## config.mk

```make
export PLATFORM = sky130hd
export DESIGN_NAME = spk_align
export DESIGN_NICKNAME = d
export VERILOG_FILES = /design/src/rtl/spk_pkg.sv /design/src/rtl/spk_hist_ram.sv /design/src/rtl/spk_peak_scan.sv /design/src/rtl/spk_align.sv
export SDC_FILE = /design/constraint.sdc
export NUM_CORES = 1
export LEC_CHECK = 0
export ABC_AREA = 1
export BUFFER_PORTS_ARGS = -buffer_cell sky130_fd_sc_hd__buf_4
export CAP_MARGIN = 25
export CORE_MARGIN = 3
export CORE_UTILIZATION = 59
export DETAILED_ROUTE_END_ITERATION = 8
export PLACE_DENSITY = 0.74
export SETUP_SLACK_MARGIN = 0.3
export SYNTH_ARGS = -nofsm -noshare
export SYNTH_HDL_FRONTEND = slang
export SYNTH_SLANG_ARGS = --single-unit
```

## constraint.sdc

```tcl
create_clock -name clk -period 13.7 [get_ports clk]
set_input_delay 2.74 -clock clk [delete_from_list [all_inputs] [get_ports clk]]
set_output_delay 2.74 -clock clk [all_outputs]
set_load 0.01 [all_outputs]
```

## src/rtl/spk_pkg.sv

```systemverilog
package spk_pkg;

  typedef enum logic [1:0] {
    ST_IDLE,
    ST_CAPT,
    ST_SCAN,
    ST_EMIT
  } spk_state_e;

endpackage

```

## src/rtl/spk_hist_ram.sv

```systemverilog
// Circular sample history: one write port, one registered read port,
// written in a form that maps onto block RAM.
module spk_hist_ram #(
  parameter int DW    = 10,
  parameter int DEPTH = 73,
  parameter int AW    = 7
) (
  input  logic                 clk,
  input  logic                 we,
  input  logic [AW-1:0]        waddr,
  input  logic signed [DW-1:0] wdata,
  input  logic                 re,
  input  logic [AW-1:0]        raddr,
  output logic signed [DW-1:0] rdata
);

  logic signed [DW-1:0] mem [DEPTH];

  always_ff @(posedge clk) begin
    if (we) mem[waddr] <= wdata;
    if (re) rdata <= mem[raddr];
  end

endmodule

```

## src/rtl/spk_peak_scan.sv

```systemverilog
// Consumes the window one sample per valid beat, index 0 first, and keeps
// the index of the largest first difference (lowest index on ties).
module spk_peak_scan #(
  parameter int DW = 10,
  parameter int W  = 73,
  parameter int IW = 7
) (
  input  logic                 clk,
  input  logic                 rst,
  input  logic                 in_v,
  input  logic [IW-1:0]        in_idx,
  input  logic signed [DW-1:0] in_data,
  output logic                 done,
  output logic [IW-1:0]        peak_idx
);

  logic signed [DW-1:0] prev_q;
  logic signed [DW:0]   best_q;
  logic signed [DW:0]   diff;
  logic                 take;

  assign diff = {in_data[DW-1], in_data} - {prev_q[DW-1], prev_q};
  assign take = in_v && (in_idx != '0) &&
                ((in_idx == IW'(1)) || (diff > best_q));

  always_ff @(posedge clk) begin
    if (rst) begin
      prev_q   <= '0;
      best_q   <= '0;
      peak_idx <= '0;
      done     <= 1'b0;
    end else begin
      done <= in_v && (in_idx == IW'(W-1));
      if (in_v) prev_q <= in_data;
      if (take) begin
        best_q   <= diff;
        peak_idx <= in_idx;
      end
    end
  end

endmodule

```

## src/rtl/spk_align.sv

```systemverilog
module spk_align #(
  parameter int DW       = 10,
  parameter int PRE      = 22,
  parameter int POST     = 50,
  parameter int OUT_LEN  = 48,
  parameter int PEAK_POS = 10
) (
  input  logic                 clk,
  input  logic                 rst,
  input  logic                 in_valid,
  input  logic signed [DW-1:0] in_data,
  input  logic                 detect,
  output logic                 busy,
  output logic                 out_valid,
  output logic                 out_last,
  output logic signed [DW-1:0] out_data
);
  import spk_pkg::*;

  localparam int W        = PRE + 1 + POST;
  localparam int AW       = $clog2(W);
  localparam int OW       = $clog2(W + 1);
  localparam int CW       = $clog2(POST + 1);
  localparam int MAXSTART = W - OUT_LEN;

  spk_state_e           state_q;
  logic [AW-1:0]        wr_ptr_q, base_q, wr_nxt, raddr;
  logic [CW-1:0]        cnt_q;
  logic [OW-1:0]        off_q, start_q, rel, st_calc, peak_idx;
  logic [OW:0]          sum;
  logic                 we, re, scan_rd, emit_rd;
  logic                 sc_v_q, sc_done, ov_q, ol_q;
  logic [OW-1:0]        sc_idx_q;
  logic signed [DW-1:0] rdata;

  assign we      = in_valid && (state_q == ST_IDLE || state_q == ST_CAPT);
  assign wr_nxt  = (wr_ptr_q == AW'(W-1)) ? '0 : wr_ptr_q + 1'b1;
  assign scan_rd = (state_q == ST_SCAN) && (off_q < OW'(W));
  assign emit_rd = (state_q == ST_EMIT) && (off_q < OW'(OUT_LEN));
  assign re      = scan_rd || emit_rd;

  // Window offset to physical address, wrapping round the circular buffer.
  assign rel   = scan_rd ? off_q : start_q + off_q;
  assign sum   = (OW+1)'(base_q) + (OW+1)'(rel);
  assign raddr = (sum >= (OW+1)'(W)) ? AW'(sum - (OW+1)'(W)) : AW'(sum);

  // Snippet start: peak minus its target position, held inside the window.
  always_comb begin
    if (peak_idx < OW'(PEAK_POS))
      st_calc = '0;
    else if (peak_idx > OW'(PEAK_POS + MAXSTART))
      st_calc = OW'(MAXSTART);
    else
      st_calc = peak_idx - OW'(PEAK_POS);
  end

  spk_hist_ram #(.DW(DW), .DEPTH(W), .AW(AW)) u_ram (
    .clk   (clk),
    .we    (we),
    .waddr (wr_ptr_q),
    .wdata (in_data),
    .re    (re),
    .raddr (raddr),
    .rdata (rdata)
  );

  spk_peak_scan #(.DW(DW), .W(W), .IW(OW)) u_scan (
    .clk      (clk),
    .rst      (rst),
    .in_v     (sc_v_q),
    .in_idx   (sc_idx_q),
    .in_data  (rdata),
    .done     (sc_done),
    .peak_idx (peak_idx)
  );

  always_ff @(posedge clk) begin
    if (rst) begin
      state_q  <= ST_IDLE;
      wr_ptr_q <= '0;
      base_q   <= '0;
      cnt_q    <= '0;
      off_q    <= '0;
      start_q  <= '0;
      sc_v_q   <= 1'b0;
      sc_idx_q <= '0;
      ov_q     <= 1'b0;
      ol_q     <= 1'b0;
    end else begin
      if (we) wr_ptr_q <= wr_nxt;
      sc_v_q   <= scan_rd;
      sc_idx_q <= off_q;
      ov_q     <= emit_rd;
      ol_q     <= emit_rd && (off_q == OW'(OUT_LEN-1));
      case (state_q)
        ST_IDLE: begin
          if (in_valid && detect) begin
            state_q <= ST_CAPT;
            cnt_q   <= '0;
          end
        end
        ST_CAPT: begin
          if (in_valid) begin
            if (cnt_q == CW'(POST-1)) begin
              state_q <= ST_SCAN;
              base_q  <= wr_nxt;
              off_q   <= '0;
            end else begin
              cnt_q <= cnt_q + 1'b1;
            end
          end
        end
        ST_SCAN: begin
          if (scan_rd) off_q <= off_q + 1'b1;
          if (sc_done) begin
            state_q <= ST_EMIT;
            start_q <= st_calc;
            off_q   <= '0;
          end
        end
        ST_EMIT: begin
          if (emit_rd) off_q <= off_q + 1'b1;
          if (ol_q) state_q <= ST_IDLE;
        end
        default: state_q <= ST_IDLE;
      endcase
    end
  end

  assign busy      = (state_q != ST_IDLE);
  assign out_valid = ov_q;
  assign out_last  = ol_q;
  assign out_data  = rdata;

endmodule

```

## Word level (Yosys, flattened, before mapping)

Memories as Yosys holds them, arrays and structs flattened. A register that Yosys moved wholly into a read port is not among the register bits.
Cells that the tools add are included.

| cells by class | value |
|---|---|
| add/sub/neg operators | 8 |
| order comparisons | 6 |
| equal/unequal tests | 16 |
| multiplexer cells | 23 |
| reduce and logical (&&, ||, !) cells | 21 |

Operators by type and width:

| operator | number |
|---|---|
| two-way mux 7 bit | 10 |
| one-hot mux 7 bit (3 select lines) | 1 |
| two-way mux 6 bit | 3 |
| adder 7 x 1 -> 7 bit (second input constant) | 2 |
| equality test 7 bit (second input constant) | 2 |
| one-hot mux 6 bit (2 select lines) | 1 |
| greater-than comparator 11 bit | 1 |
| subtractor 10 x 10 -> 11 bit | 1 |
| two-way mux 2 bit | 5 |
| AND reduction 5 bit | 2 |
| adder 7 x 7 -> 8 bit | 1 |
| greater-or-equal comparator 8 x 7 -> 1 bit (second input constant) | 1 |
| logical AND 1 bit | 8 |
| inequality test 2 bit (second input constant) | 4 |
| one-hot mux 2 bit (4 select lines) | 1 |
| adder 7 bit | 1 |
| equality test 7 x 1 -> 1 bit (second input constant) | 1 |
| equality test 7 x 6 -> 1 bit (second input constant) | 1 |
| greater-than comparator 7 x 6 -> 1 bit (second input constant) | 1 |
| less-than comparator 7 x 4 -> 1 bit (second input constant) | 1 |
| less-than comparator 7 x 6 -> 1 bit (second input constant) | 1 |
| less-than comparator 7 bit (second input constant) | 1 |
| nonzero test 7 bit | 1 |
| subtractor 7 x 4 -> 7 bit (second input constant) | 1 |
| other kinds (15) | 22 |

| word-level totals | value |
|---|---|
| bits in registers | 75 |
| RAM bits | 730 |
| input bits | 14 |
| output and inout port bits | 13 |
| memories kept | 1 |

Memory list:

| memory | words | bits a word | read ports | clocked after memory_dff | wr ports | RTL line | text |
|---|---|---|---|---|---|---|---|
| u_ram.mem | 73 | 10 | 1 | 1 | 1 | spk_hist_ram.sv:17 | `logic signed [DW-1:0] mem [DEPTH];` |

## Depth between registers and ports, before layout

| depth | value |
|---|---|
| depth in word-level cells | 6 |
| gate-level depth with buffers | 33 |
| mapped depth without buffers | 30 |

## Modules after synthesis

A second synthesis with hierarchy kept.

| second synthesis, totals | value |
|---|---|
| cell total of the unflattened synthesis | 3,289 |
| area, all modules | 35,505.3 um^2 |

Modules (own cells, without submodules):

| module | instances | cells each | area an instance (um^2) | seq. area each (um^2) |
|---|---|---|---|---|
| spk_hist_ram | 1 | 2,520 | 30,194.0 | 22,221.3 |
| spk_align | 1 | 476 | 3,289.4 | 920.9 |
| spk_peak_scan | 1 | 293 | 2,021.9 | 580.6 |

## Worst setup path after synthesis

Ideal clock, no wire load.

| timing | value |
|---|---|
| path type | input to register |
| from | in in_valid |
| to | mem u_ram.mem[33][0] (enable) |
| setup time | 0.376 ns |
| arrival time | 4.165 ns |
| required time | 13.324 ns |
| path slack | 9.159 ns |
| cell stages on the path | 6 |
| path buffers | 2 |
| cell sequence | inv_1 a21oi_1 clkbuf_1 clkbuf_1 nand3_1 nor2_1 |

| between the ends | value |
|---|---|
| cells in the longest elaborated chain, start to end | 3 |

RTL lines:

| what | RTL line | text |
|---|---|---|
| from (decl) | spk_align.sv:10 | `input logic in_valid,` |
| logical AND 1 bit | spk_align.sv:36 | `assign we = in_valid && (state_q == ST_IDLE \|\| state_q == ST_CAPT);` |
| two-way mux 1 bit | spk_hist_ram.sv:20 | `if (we) mem[waddr] <= wdata;` |
| two-way mux 1 bit (not written as such) | spk_hist_ram.sv:20 |  |
| to (decl) | spk_hist_ram.sv:17 |  |

Every way passes these cells.

## Worst setup path in the final report

| timing | value |
|---|---|
| from | reg off_q[1] |
| to | reg u_ram.rdata[2] (read register of u_ram.mem), data pin |

| between the ends | value |
|---|---|
| cells in the longest elaborated chain, start to end | 6 |
| elaborated cells on any way between the ends | 11 |
| those cells by class | add/sub: 3; order compare: 3; mux: 2; reduce/logical: 3 |

RTL lines:

| what | RTL line | text |
|---|---|---|
| from (decl) | spk_align.sv:29 | `logic [OW-1:0] off_q, start_q, rel, st_calc, peak_idx;` |
| from (signal assigned) | spk_align.sv:114 | `if (scan_rd) off_q <= off_q + 1'b1;` |
| from (signal assigned) | spk_align.sv:122 | `if (emit_rd) off_q <= off_q + 1'b1;` |
| less-than comparator 7 bit | spk_align.sv:38 | `assign scan_rd = (state_q == ST_SCAN) && (off_q < OW'(W));` |
| logical AND 1 bit | spk_align.sv:38 |  |
| two-way mux 7 bit | spk_align.sv:43 | `assign rel = scan_rd ? off_q : start_q + off_q;` |
| adder 7 x 7 -> 8 bit | spk_align.sv:44 | `assign sum = (OW+1)'(base_q) + (OW+1)'(rel);` |
| subtractor 7 bit / greater-or-equal comparator 8 x 7 -> 1 bit (equally long branches) | spk_align.sv:45 | `assign raddr = (sum >= (OW+1)'(W)) ? AW'(sum - (OW+1)'(W)) : AW'(sum);` |
| two-way mux 7 bit | spk_align.sv:45 |  |
| to (decl) | spk_hist_ram.sv:14 | `output logic signed [DW-1:0] rdata` |

Parallel ways exist; a longest one is shown, timed or not.
A chain may end at the register's enable or synchronous reset.

==> metrics <==
status finished, final reports clean; DRC violations left 0; Ant. Diodes 0; reg2reg setup slack 6410 ps; total gr overflow 0; XOR/XNOR share of the synthesized area 0.625%; num rows 90; Yosys top cell by area edfxtp_1; starting density of the core 60.1%; CTS tree done; hold path startpoint sc_idx_q[2]; die height about 250 um; synthesized area 36,500 um2; ys async rst share 0%; total core area 60,700 um2; initial antenna violation count 0; critical path class reg2reg; clk root buf clkbuf_16; post_cts resized 0; leading post-synthesis cells by cell area edfxtp_1 (61%), nand2_1 (9.3%), nand3_1 (8.4%); number of synthesized flops with an enable pin 740; setup violators final 0; Syn Nets between 3,000 and 4,000; most frequent cell after synthesis nand2_1; Startpoint Class register; GR Util All Layers about 28%; H-tree Lvls 3; total clock sinks 815; syn_area_per_cell 9.98 um2; Fillers 4,525; synth-to-layout area growth 9.93%; RSZ-0062 raised after global routing false; initial drt markers ~2,800; sum of negative setup slack 0 ps; Final Hold Viols 0; Worst Tran Pin Value about 1100 ps; largest family of logic cells by synthesized area simple AND/OR/NAND/NOR gates; IO Port Bufs 26; Hold Path Depth 1; vias in the first global route 23,500; Post-synth top cells nand2_1 (900), edfxtp_1 (740), inv_1 (642); layout cells sized above 1 5.76%; fmax 137 MHz; Tcrit/Tclk final between 50 and 60%; Max Slew Vio Count 0; Vias 25,200; hold buffers post-CTS 0; DP HPWL 50,100 um; Seq/Total Area, Yosys 65.1%; Mapped Cells 3,651; die footprint 64,800 um2; crit end category register; first-pass GRT wire length about 140,000 um; Yosys cell types between 40 and 50; Ports 27; Slew Limit Headroom 26.3%; RR Startpoint off_q[1]; Post-Synth Adder-Cell Area 1.81%; #FFs+latches synth roughly 820; largest net degree at the start of global routing 208; Leak 16.6 nW; Layout Skew 22.0 ps; Compound-Gate Fraction of Synth Area 3.41%; setup repair bufs after CTS 0; worst vdd ir about 0.00015 V; CTS buffer count 83; total power after layout 6.26 mW; CP Data Required Time approximately 14,000 ps; via/cell ratio 5.60; crit-path max FO 200; crit path time final 7290 ps; MaxCap Viol Count 0; drt wl/cell 19.8 um; simple-gate share of the synthesized area 20.2%; final wirelength 89,000 um; Synth Flop Type edfxtp_1; Hold Path Class reg2reg; Worst R2R End u_ram.rdata[2]; post-detailed-route count of antenna-violating nets 0; routability cong. a little under 0.9; Die Wd 255 um; clock-pin slew on the worst setup and hold paths 60 ps; Worst EP arrival 7680 ps; Initial DRT Pass Iterations 6; power density cells between 150 and 200 nW/um2; clock latency on the worst-skew pair 640 ps; Endpoint, Worst Hold u_scan.done; clk buf depth 3; top cell type's share of synthesized area 61.0%; Worst Reg-to-Reg Cells 27; multiplexer share of the synthesized area 0%; synth warn 0; final net count roughly 3,700
[cell families (layout without fill, tap and decap cells)]
logic type                 Yosys count  after routing
and+or+nand+nor                   1732           1732
DFF                                815            815
adders and majority gates           51             51
AOI/OAI and AO/OA                  218            218
buffers and inverters              812            878
xor gates and xnor gates            23             23
[worst max-delay path, cell delays in order (launching register included)]
cell and delay (ps):
dfxtp_1 380, o31ai_1 310, a31oi_1 150, nor2_1 300
inv_1 210, nand2_1 90, o21ai_0 80, ha_1 240
fa_1 590, inv_1 130, ha_1 250, nand2_1 70
nand3_1 120, nand3_1 140, nand2_2 90, nand3_2 270
nand2_1 640, nand2_8 1000, buf_12 710, nand2_1 110
nand3_1 140, nand3_1 100, nand3_1 190, nand3_1 210
nand3_1 180, nand2_1 60, nand2_1 60, nand2_1 60
[cells in the final DEF, fill, tap and decap left out, types with 3 or more instances in the layout]
cell | Yosys | layout
a211oi_1 | 7 | 7
a21oi_1 | 72 | 72
buf_4 | 4 | 73
buf_6 | 5 | 6
bufinv_16 | 0 | 6
clkbuf_1 | 55 | 22
clkbuf_16 | 0 | 89
clkbuf_8 | 0 | 7
clkinv_1 | 3 | 14
clkinv_2 | 0 | 12
dfxtp_1 | 75 | 75
edfxtp_1 | 740 | 740
fa_1 | 3 | 3
ha_1 | 48 | 48
inv_1 | 642 | 640
nand2_1 | 900 | 900
nand3_1 | 614 | 614
nand4_1 | 12 | 12
nor2_1 | 171 | 171
nor3_1 | 19 | 19
nor3b_1 | 4 | 4
o21ai_0 | 85 | 84
o21ai_1 | 17 | 17
o21ai_4 | 2 | 3
o21bai_1 | 3 | 3
o221ai_1 | 20 | 20
xnor2_1 | 4 | 4
xor2_1 | 17 | 17
[flip-flops by register name, summed over array words and instances, names as in the netlist, 2 cells and up]
name / cells
u_scan.peak_idx: 7
cnt_q: 6
start_q: 7
u_scan.best_q: 11
wr_ptr_q: 7
u_scan.prev_q: 10
state_q: 2
off_q: 7
u_ram.rdata: 10
sc_idx_q: 7
base_q: 7
u_ram.mem: 730
[layout make-up]
cell class              count  area, um2  area share [%]
flip-flops and latches    815      23700            59.2
well taps                 782        978            2.44
multi-input cells        2024       9550            23.8
clock inverters            32        332           0.827
inverters                 645       2420            6.04
clock buffers             119       2400            5.99
repair buffers             82        669            1.67
[report_power, final]
| group | switching [mW] | total, mW | internal, mW |
|---|---|---|---|
| Clock | 0.941 | 2.28 | 1.34 |
| Sequential | 0.0504 | 2.83 | 2.78 |
| Combinational | 0.807 | 1.15 | 0.339 |
[how the worst max path moves through the flow]
| stage | start | to | cells past startpoint |
|---|---|---|---|
| after floorplan | in_valid | u_ram.mem[33][0] | 6 |
| final | off_q[1] | u_ram.rdata[2] | 27 |
| after global routing | off_q[1] | u_ram.rdata[2] | 27 |
| after detailed placement | off_q[1] | u_ram.rdata[2] | 27 |
| after global placement | off_q[1] | u_ram.rdata[8] | 27 |
| after CTS | off_q[1] | u_ram.rdata[2] | 27 |
[layer usage]
layer | GRT usage [%] | wire [um] | up-vias
li1 | - | - | 12000
met1 | 38.5 | 35900 | 11900
met2 | 44.9 | 42500 | 1153
met3 | 4.63 | 8040 | 173
met4 | 8.54 | 2520 | 0
met5 | 0 | 0 | -
[per-stage QoR]
step / area [um2] / setup WS [ps] / cells / utilization (%) / hold slack, ps
after floorplan: 36500 / 9160 / 3651 / - / 415
after global placement: 37100 / 6720 / 4317 / 61.1 / 434
after detailed placement: 37200 / 6550 / 4329 / 61.3 / 432
after CTS: 39900 / 6540 / 4480 / 65.8 / 439
after global routing: 40100 / 5980 / 4499 / 66.0 / 458
final: 40100 / 6410 / 4499 / 66.0 / 436
(Power assumes the default switching activity.)
